[src/rtl/gpu_cmd_framer.sv]
module gpu_cmd_framer #(
  parameter int DEPTH = 32
) (
  input  logic         clk,
  input  logic         rst_n,
  input  logic [31:0]  in_data,
  input  logic         in_valid,
  output logic         in_ready,
  output logic [31:0]  out_data,
  output logic         out_last,
  output logic [2:0]   out_kind,
  output logic         ras_valid,
  input  logic         ras_ready,
  output logic         xfr_valid,
  input  logic         xfr_ready,
  input  logic         xfr_done,
  output logic [255:0] cfg_regs,
  output logic [31:0]  status,
  output logic         err
);
  localparam int AW = $clog2(DEPTH);
  localparam logic [AW:0] LASTI = (AW+1)'(DEPTH - 1);
  localparam logic [AW:0] IDX3  = (AW+1)'(3);
  localparam logic [AW:0] IDX4  = (AW+1)'(4);
  localparam logic [31:0] STAT_RST = 32'h1480_2000;
  localparam logic [2:0] K_DRAW = 3'd0, K_COPY = 3'd1, K_WRH = 3'd2, K_RDH = 3'd3, K_WRD = 3'd4;

  typedef enum logic [1:0] {S_COL, S_EMIT, S_XFER} state_t;

  state_t      state;
  logic [AW:0] cnt, need, plen, eidx;
  logic [1:0]  poly;
  logic [2:0]  kind;
  logic [31:0] cfg [8];
  logic [12:0] stat_lo;
  logic [31:0] pbuf [DEPTH];

  logic [4:0]  d_len;
  logic [1:0]  d_poly;
  logic [2:0]  d_kind;
  logic        d_set, d_bad;

  always_comb begin
    d_len = 5'd1; d_poly = 2'd0; d_kind = K_DRAW; d_set = 1'b0; d_bad = 1'b0;
    case (in_data[31:24]) inside
      8'h00, 8'h01:  d_len = 5'd1;
      8'h02:         d_len = 5'd3;
      [8'h20:8'h23]: d_len = 5'd4;
      [8'h24:8'h27]: d_len = 5'd7;
      [8'h28:8'h2B]: d_len = 5'd5;
      [8'h2C:8'h2F]: d_len = 5'd9;
      [8'h30:8'h33]: d_len = 5'd6;
      [8'h34:8'h37]: d_len = 5'd9;
      [8'h38:8'h3B]: d_len = 5'd8;
      [8'h3C:8'h3F]: d_len = 5'd12;
      [8'h40:8'h47]: d_len = 5'd3;
      [8'h48:8'h4F]: d_poly = 2'd1;
      [8'h50:8'h57]: d_len = 5'd4;
      [8'h58:8'h5F]: d_poly = 2'd2;
      [8'h60:8'h63]: d_len = 5'd3;
      [8'h64:8'h67]: d_len = 5'd4;
      [8'h68:8'h6B]: d_len = 5'd2;
      [8'h70:8'h73]: d_len = 5'd2;
      [8'h74:8'h77]: d_len = 5'd3;
      [8'h78:8'h7B]: d_len = 5'd2;
      [8'h7C:8'h7F]: d_len = 5'd3;
      [8'h80:8'h9F]: begin d_len = 5'd4; d_kind = K_COPY; end
      [8'hA0:8'hBF]: begin d_len = 5'd3; d_kind = K_WRH; end
      [8'hC0:8'hDF]: begin d_len = 5'd3; d_kind = K_RDH; end
      [8'hE0:8'hE7]: d_set = 1'b1;
      default:       d_bad = 1'b1;
    endcase
  end

  wire         acc      = in_valid && in_ready;
  wire         first    = (cnt == '0);
  wire [AW:0]  cur_need = first ? (AW+1)'(d_len) : need;
  wire [1:0]   cur_poly = first ? d_poly : poly;
  wire [2:0]   cur_kind = first ? d_kind : kind;
  wire         sentinel = (in_data & 32'hF000_F000) == 32'h5000_5000;
  wire         poly_hit = sentinel && ((cur_poly == 2'd1 && cnt >= IDX3) ||
                                       (cur_poly == 2'd2 && cnt >= IDX4 && !cnt[0]));
  wire         full     = (cnt == LASTI);
  wire         pkt_end  = (first && (d_set || d_bad)) ||
                          ((cur_poly == 2'd0) ? (cnt + 1'b1 == cur_need) : (poly_hit || full));

  assign in_ready  = (state == S_COL) || (state == S_XFER && xfr_ready);
  assign ras_valid = (state == S_EMIT) && (kind == K_DRAW);
  assign xfr_valid = ((state == S_EMIT) && (kind != K_DRAW)) || ((state == S_XFER) && in_valid);
  assign out_data  = (state == S_XFER) ? in_data : pbuf[eidx[AW-1:0]];
  assign out_last  = (state == S_EMIT) && (eidx == plen - 1'b1);
  assign out_kind  = (state == S_XFER) ? K_WRD : kind;
  wire   fire      = (ras_valid && ras_ready) || (xfr_valid && xfr_ready);

  assign status = {STAT_RST[31:13], stat_lo};

  for (genvar g = 0; g < 8; g++) begin : g_cfg
    assign cfg_regs[g*32 +: 32] = cfg[g];
  end

  always_ff @(posedge clk)
    if (acc && state == S_COL) pbuf[cnt[AW-1:0]] <= in_data;

  always_ff @(posedge clk or negedge rst_n) begin
    if (!rst_n) begin
      state <= S_COL; cnt <= '0; need <= '0; plen <= '0; eidx <= '0;
      poly <= '0; kind <= K_DRAW; err <= 1'b0; stat_lo <= '0;
      for (int i = 0; i < 8; i++) cfg[i] <= {8'hE0 | 8'(i), 24'h0};
    end else begin
      stat_lo <= {cfg[6][1:0], cfg[1][10:0]};
      case (state)
        S_COL: if (acc) begin
          need <= cur_need; poly <= cur_poly; kind <= cur_kind;
          if (pkt_end) begin
            cnt <= '0;
            if (first && d_set) cfg[in_data[26:24]] <= in_data;
            else if (first && d_bad) err <= 1'b1;
            else begin
              plen  <= cnt + 1'b1;
              eidx  <= '0;
              state <= S_EMIT;
              if (cur_poly != 2'd0 && !poly_hit) err <= 1'b1;
            end
          end else cnt <= cnt + 1'b1;
        end
        S_EMIT: if (fire) begin
          if (out_last) state <= (kind == K_WRH) ? S_XFER : S_COL;
          else eidx <= eidx + 1'b1;
        end
        S_XFER: if (xfr_done) state <= S_COL;
        default: state <= S_COL;
      endcase
    end
  end

  a_r1_reset_state: assert property (@(posedge clk) $rose(rst_n) |-> !ras_valid && !xfr_valid && !err && in_ready);
  a_r3_hold_input: assert property (@(posedge clk) disable iff (!rst_n)
    (ras_valid || (xfr_valid && out_kind != K_WRD)) |-> !in_ready);
  a_r3_one_dest: assert property (@(posedge clk) disable iff (!rst_n) !(ras_valid && xfr_valid));
  a_r2_last_ends: assert property (@(posedge clk) disable iff (!rst_n)
    ras_valid && ras_ready && out_last |=> !ras_valid);
  a_r8_cfg_quiet: assert property (@(posedge clk) disable iff (!rst_n)
    (state != S_COL) |=> $stable(cfg_regs));
  a_r10_err_sticky: assert property (@(posedge clk) disable iff (!rst_n) err |=> err);
  a_r11_ras_hold: assert property (@(posedge clk) disable iff (!rst_n)
    ras_valid && !ras_ready |=> ras_valid && $stable(out_data) && $stable(out_last));
  a_r11_xfr_hold: assert property (@(posedge clk) disable iff (!rst_n)
    xfr_valid && !xfr_ready && out_kind != K_WRD |=> xfr_valid && $stable(out_data) && $stable(out_last));
endmodule

[config.mk]
export PLATFORM = sky130hd
export DESIGN_NAME = gpu_cmd_framer
export DESIGN_NICKNAME = d
export VERILOG_FILES = /design/src/rtl/gpu_cmd_framer.sv
export SDC_FILE = /design/constraint.sdc
export NUM_CORES = 1
export LEC_CHECK = 0
export BUFFER_PORTS_ARGS = -buffer_cell sky130_fd_sc_hd__buf_2
export CORE_ASPECT_RATIO = 0.6
export CORE_MARGIN = 2
export CORE_UTILIZATION = 56
export CTS_BUF_LIST = sky130_fd_sc_hd__clkbuf_2 sky130_fd_sc_hd__clkbuf_4 sky130_fd_sc_hd__clkbuf_8
export DETAILED_ROUTE_END_ITERATION = 8
export HOLD_SLACK_MARGIN = 0.08
export PLACE_DENSITY = 0.75
export SETUP_SLACK_MARGIN = 0.3
export SLEW_MARGIN = 30
export SYNTH_ARGS = -nofsm -noshare
export SYNTH_HDL_FRONTEND = slang
export SYNTH_SLANG_ARGS = --single-unit
export TNS_END_PERCENT = 30
[constraint.sdc]
create_clock -name clk -period 3.01 [get_ports clk]
set_input_delay 0.301 -clock clk [delete_from_list [all_inputs] [get_ports clk]]
set_output_delay 0.301 -clock clk [all_outputs]
set_load 0.01 [all_outputs]
# Word level (Yosys, flattened, before mapping)
# Memory sizes are Yosys's and may differ from the RTL's.
# Cells that the tools add are included.
# word_totals
ff_bits,301
mem_bits_rw,1024
in_bits,38
out_inout_bits,328
wordCells,301
mem_count,1
# op_classes
n_addsub,3
magnitude_cmp,50
eq_ne,19
muxes,141
bitwise,3
n_reduce_logical,67
# memory_table
name,words,word_bits,rd,rd_clocked_by_memory_dff,write_ports,line,text
pbuf,32,32,1,0,1,36,logic [31:0] pbuf [DEPTH];
# op_table
op,n
bitwise mux 256 bit,1
2-to-1 mux 5 bit,21
demux 32 bit (select 3 bit),1
>= comparator 8 x 7 -> 1 bit (second input constant),11
less-or-equal comparator 8 x 7 -> 1 bit (second input constant),11
>= comparator 8 x 6 -> 1 bit (second input constant),8
less-or-equal comparator 8 x 6 -> 1 bit (second input constant),8
2-to-1 mux 32 bit,2
2-to-1 mux 3 bit,21
2-to-1 mux 2 bit,30
2-to-1 mux 1 bit,55
2-to-1 mux 6 bit,8
logical AND 1 bit,41
>= comparator 8 bit (second input constant),4
less-or-equal comparator 8 bit (second input constant),4
!= test 2 bit (second input constant),8
AND reduction 7 bit,2
adder 6 x 1 -> 6 bit (second input constant),2
== test 6 bit,2
case mux 6 bit (2 select lines),1
AND reduction 5 bit,2
== test 8 x 1 -> 1 bit (second input constant),1
== test 8 x 2 -> 1 bit (second input constant),1
== test 8 x 7 -> 1 bit (second input constant),1
other kinds (24),37

# Depth between registers and ports, before layout
# depth
depth_word,33
ltp_mapped,12
mapped_depth_nobuf,9

# Worst setup path before layout
# No wires, ideal clock.
# synth_path
path_kind,flip-flop to flip-flop
startpoint,reg state[1]
endpoint,"mem pbuf[29][0], enable pin"
setup_ps,421
arrival_ps,2736
required_ps,2589
setup_slack_ps,-147
path_stages_with_launch,7
n_path_buf,2
synth_period_minus_slack_ps,3157
path_cell_list,dfrtp_1 nor2_1 and2_1 buf_1 clkbuf_1 nand2_1 nor2_1
# synth_via
elab_chain_len,7
# synth_rtl
item,line,text
"start, declared",30,state_t state;
"start signal, assigned",127,if (out_last) state <= (kind == K_WRH) ? S_XFER : S_COL;
== test 2 bit,87,assign in_ready = (state == S_COL) || (state == S_XFER && xfr_ready);
logical AND 1 bit,87,
logical OR 1 bit,87,
logical AND 1 bit,75,wire acc = in_valid && in_ready;
logical AND 1 bit (*),102,if (acc && state == S_COL) pbuf[cnt[AW-1:0]] <= in_data;
2-to-1 mux 1 bit (*),102,
2-to-1 mux 1 bit (implied by the code) (*),102,
"end, declared",36,
# Mark *: on every way between the ends. The rest lies on a longest branch, timed or not.

# Final worst setup path
# layout_path
startpoint,reg eidx[0]
endpoint,out out_data[20]
# layout_via
elab_chain_len,2
# layout_rtl
item,line,text
"start, declared",31,"logic [AW:0] cnt, need, plen, eidx;"
"start signal, assigned",128,else eidx <= eidx + 1'b1;
memory (32 x 32 bit),n/a,
2-to-1 mux 32 bit,90,assign out_data = (state == S_XFER) ? in_data : pbuf[eidx[AW-1:0]];
"end, declared",9,"output logic [31:0] out_data,"
# No other way between the ends.

==> impl_metrics.toml <==
[status]
status = "finished with violations"
violations = "setup timing"

[timing]
worst_slack_ns = -0.742
relSlewSlack_pct = 44.2
skew_ns = 0.0408
setup_viol = 160
setup-tns-final_ns = -31.22
rsz0062_at_grt = "true"
holdWs_ns = 0.348
fin_crit_ns = 3.75
worstMarginPinSlew_ns = 0.838
drv_slew = 0
post-route-period-util_pct = 125
hold_viol = 0
max_freq_mhz = 266

[placement]
routabilityCongestion = 0.907
placement.io_buffers = 346
dp_hpwl_um = 78500
dp_slack_ns = 0.0417
dpl_cell_area_um2 = 56500
post-place-cells = 4110

[synth]
syn_area_um2 = 51400
synth_common_cells = "edfxtp_1, mux4_2, dfrtp_1"
synth_edf_count = 1024
yosys_warnings = 0
synth_seq_area_share_pct = 74.5
synth_area_leaders = "edfxtp_1, mux4_2, dfrtp_1, mux2_2, dfstp_2"
async_flop_share_pct = 22.7
synthCells = 2477
synth_cell_types = 79
yosys.area.top_type_share_pct = 59.8
syn_area_per_cell_um2 = 20.8
ys_seq_elements = 1324
synthFlopType = "edfxtp_1"
yosys.area.top_type = "edfxtp_1"
synth.most_common_cell = "edfxtp_1"

[worst_setup_path]
cp.required_ns = 2.71
critPathLaunchType = "flip-flop"
critPathSlowestCell = "mux4_2"
critical_path_class = "reg -> out"
worstReg2RegStart = "cnt[5]"
arrival_ns = 3.45
setup.worst_path.start = "eidx[0]"
r2r-end = "cfg_regs[108]"
critPathCaptureType = "output pin"
critPathTopFamily = "multiplexers"
ff2ff_setup_slack_ns = -0.24
slowest_delay_ns = 0.51
rr_worst_depth = 12
crit_buf_inv = 5
crit_fanout = 8
crit_chain = "buf_12, buf_12, buf_16, buf_8, mux4_2, mux4_2, mux2i_1, o21ai_1, buf_2"

[cells_and_area]
fillers = 5201
drive_gt1_share_pct = 48.7
fin_nets = 3244
final_util_pct = 69.6
final_cell_area_um2 = 63600
fin_cells = 4580
area_growth_pct = 23.5

[power]
p_int_mw = 35.7
swShare_pct = 29.6
p_leak_nw = 24.1
total_power_mw = 50.7
seqPwrFrac_pct = 40.0
switchingPower_mw = 15.0
power_frac_comb_pct = 32.1
p_per_area_nw_per_um2 = 798
vdd_drop_max_v = 0.000590
pwr-share-clk_pct = 27.9

[worst_hold_path]
worstHoldStart = "in_data[3]"
hold_depth = 2
min_to = "pbuf[30][3]"
worstHoldPathType = "in -> reg"

[routing]
routed_wl_um = 148000
antenna_left = 0
drt-wirelength-per-cell_um = 32.4
firstDrtPassIters = 5
via_per_inst = 6.40
drt_iter0_drc = 3783
vias = 29300
drc = 0

[grt]
antenna_found_initial = 2
grt_pass1_wl_um = 206000
grt_pass1_vias = 29100
track_usage_pct = 30.8
overflow = 0
grt_start_max_net_pins = 85

[clock_tree]
numCtsBuffers = 176
htree_levels = 4
path_clk_slew_ns = 0.07
clkLatencyLatePin_ns = 0.88
cts_sinks = 1324
tritoncts = "yes"
clock_path_buffers = 3
clockRootBuffer = "clkbuf_8"

[floorplanning]
start_util_pct = 56.3
dieArea_um2 = 94400
die_h_um = 239
ios = 366
rows = 86
die_w_um = 395
core_um2 = 91400

[run]
max_cap_viol_count = 0
==> final cells by class <==
type | instances | area (um2) | area share, %
multi-input cells | 1000 | 13700 | 21.6
diodes | 2 | 5.00 | 0.00788
clock inverters | 75 | 594 | 0.935
inverters | 13 | 48.8 | 0.0768
clock buffers | 249 | 3080 | 4.85
well taps | 1232 | 1540 | 2.43
repair buffers | 685 | 6230 | 9.80
flip-flops and latches | 1324 | 38300 | 60.3
==> state kept, by name, indices dropped and copies added, names as in the netlist, 6 cells and up <==
register and count:
stat_lo 13, need 6, cnt 6, cfg_regs 256, plen 6, pbuf 1024, eidx 6
==> worst reg2reg max path: stages (launching register included) <==
cell,delay [ns]
dfrtp_1,0.39
or4_4,0.59
nor2_8,0.11
o2111a_2,0.23
nand4_4,0.17
or3_4,0.39
buf_6,0.14
buf_6,0.12
buf_6,0.11
nor2_4,0.17
buf_12,0.17
clkbuf_16,0.22
mux2_4,0.33
==> cells by family after synthesis <==
kind of cell               share of synthesized area (%)
AOI/OAI and AO/OA                                   1.78
xor gates and xnor gates                           0.282
adders and majority gates                          0.165
buffers and inverters                               1.50
DFF                                                 74.5
muxes                                               18.9
other                                             0.0146
and+or+nand+nor                                     2.94
==> per-layer routing <==
| layer | routed length [um] | track usage, % | up-vias |
|---|---|---|---|
| met3 | 21300 | 10.3 | 294 |
| met5 | 24 | 0 | - |
| li1 | - | - | 11500 |
| met4 | 3680 | 8.73 | 4 |
| met1 | 55900 | 44.9 | 15400 |
| met2 | 67500 | 44.7 | 2145 |
==> layout by cell type, fill, tap and decap left out, types with 14 or more instances in the layout <==
cell type / n
nor2_1: 21
mux2_4: 158
dfstp_2: 36
nor2b_1: 24
nand2_1: 62
dlygate4sd3_1: 44
buf_6: 36
a21oi_1: 19
buf_12: 71
mux2_2: 34
mux4_2: 320
clkbuf_8: 194
buf_16: 28
nor2_4: 35
buf_2: 336
conb_1: 19
clkbuf_4: 55
clkinv_2: 26
buf_4: 150
dfrtp_1: 259
mux2i_1: 20
and2_1: 14
o21ai_0: 15
edfxtp_1: 1024
clkinv_1: 28
o21ai_1: 21
==> power by group through the flow <==
stage / sequential (mW) / combinational [mW] / clock (mW)
2_1_floorplan: 20.4 / 8.54 / 0
3_3_place_gp: 20.7 / 13.2 / 0
3_5_place_dp: 20.7 / 13.4 / 0
4_1_cts: 20.3 / 15.2 / 14.2
5_1_grt: 20.3 / 17.0 / 15.0
6_report: 20.3 / 16.3 / 14.2
==> worst max-delay path by stage <==
stage,slack (ns),depth (start not counted),endpoint
6_report,-0.74,9,out_data[20]
5_1_grt,-0.83,9,out_data[9]
4_1_cts,-0.76,9,out_data[9]
3_5_place_dp,0.04,8,cfg_regs[170]
3_3_place_gp,0.07,9,cfg_regs[167]
2_1_floorplan,-0.15,6,pbuf[29][0]
==> timing repair <==
item / CTS / global route
pin swaps: 19 / 32
hold endpoints to repair: 1240 / 0
gates resized for setup: 279 / 119
setup buffers: 48 / 23
endpoints found under the setup margin: 379 / 505
hold buffers: 44 / 0
cloned: 23 / 6
Note: power is estimated with default switching activity, not from simulation.
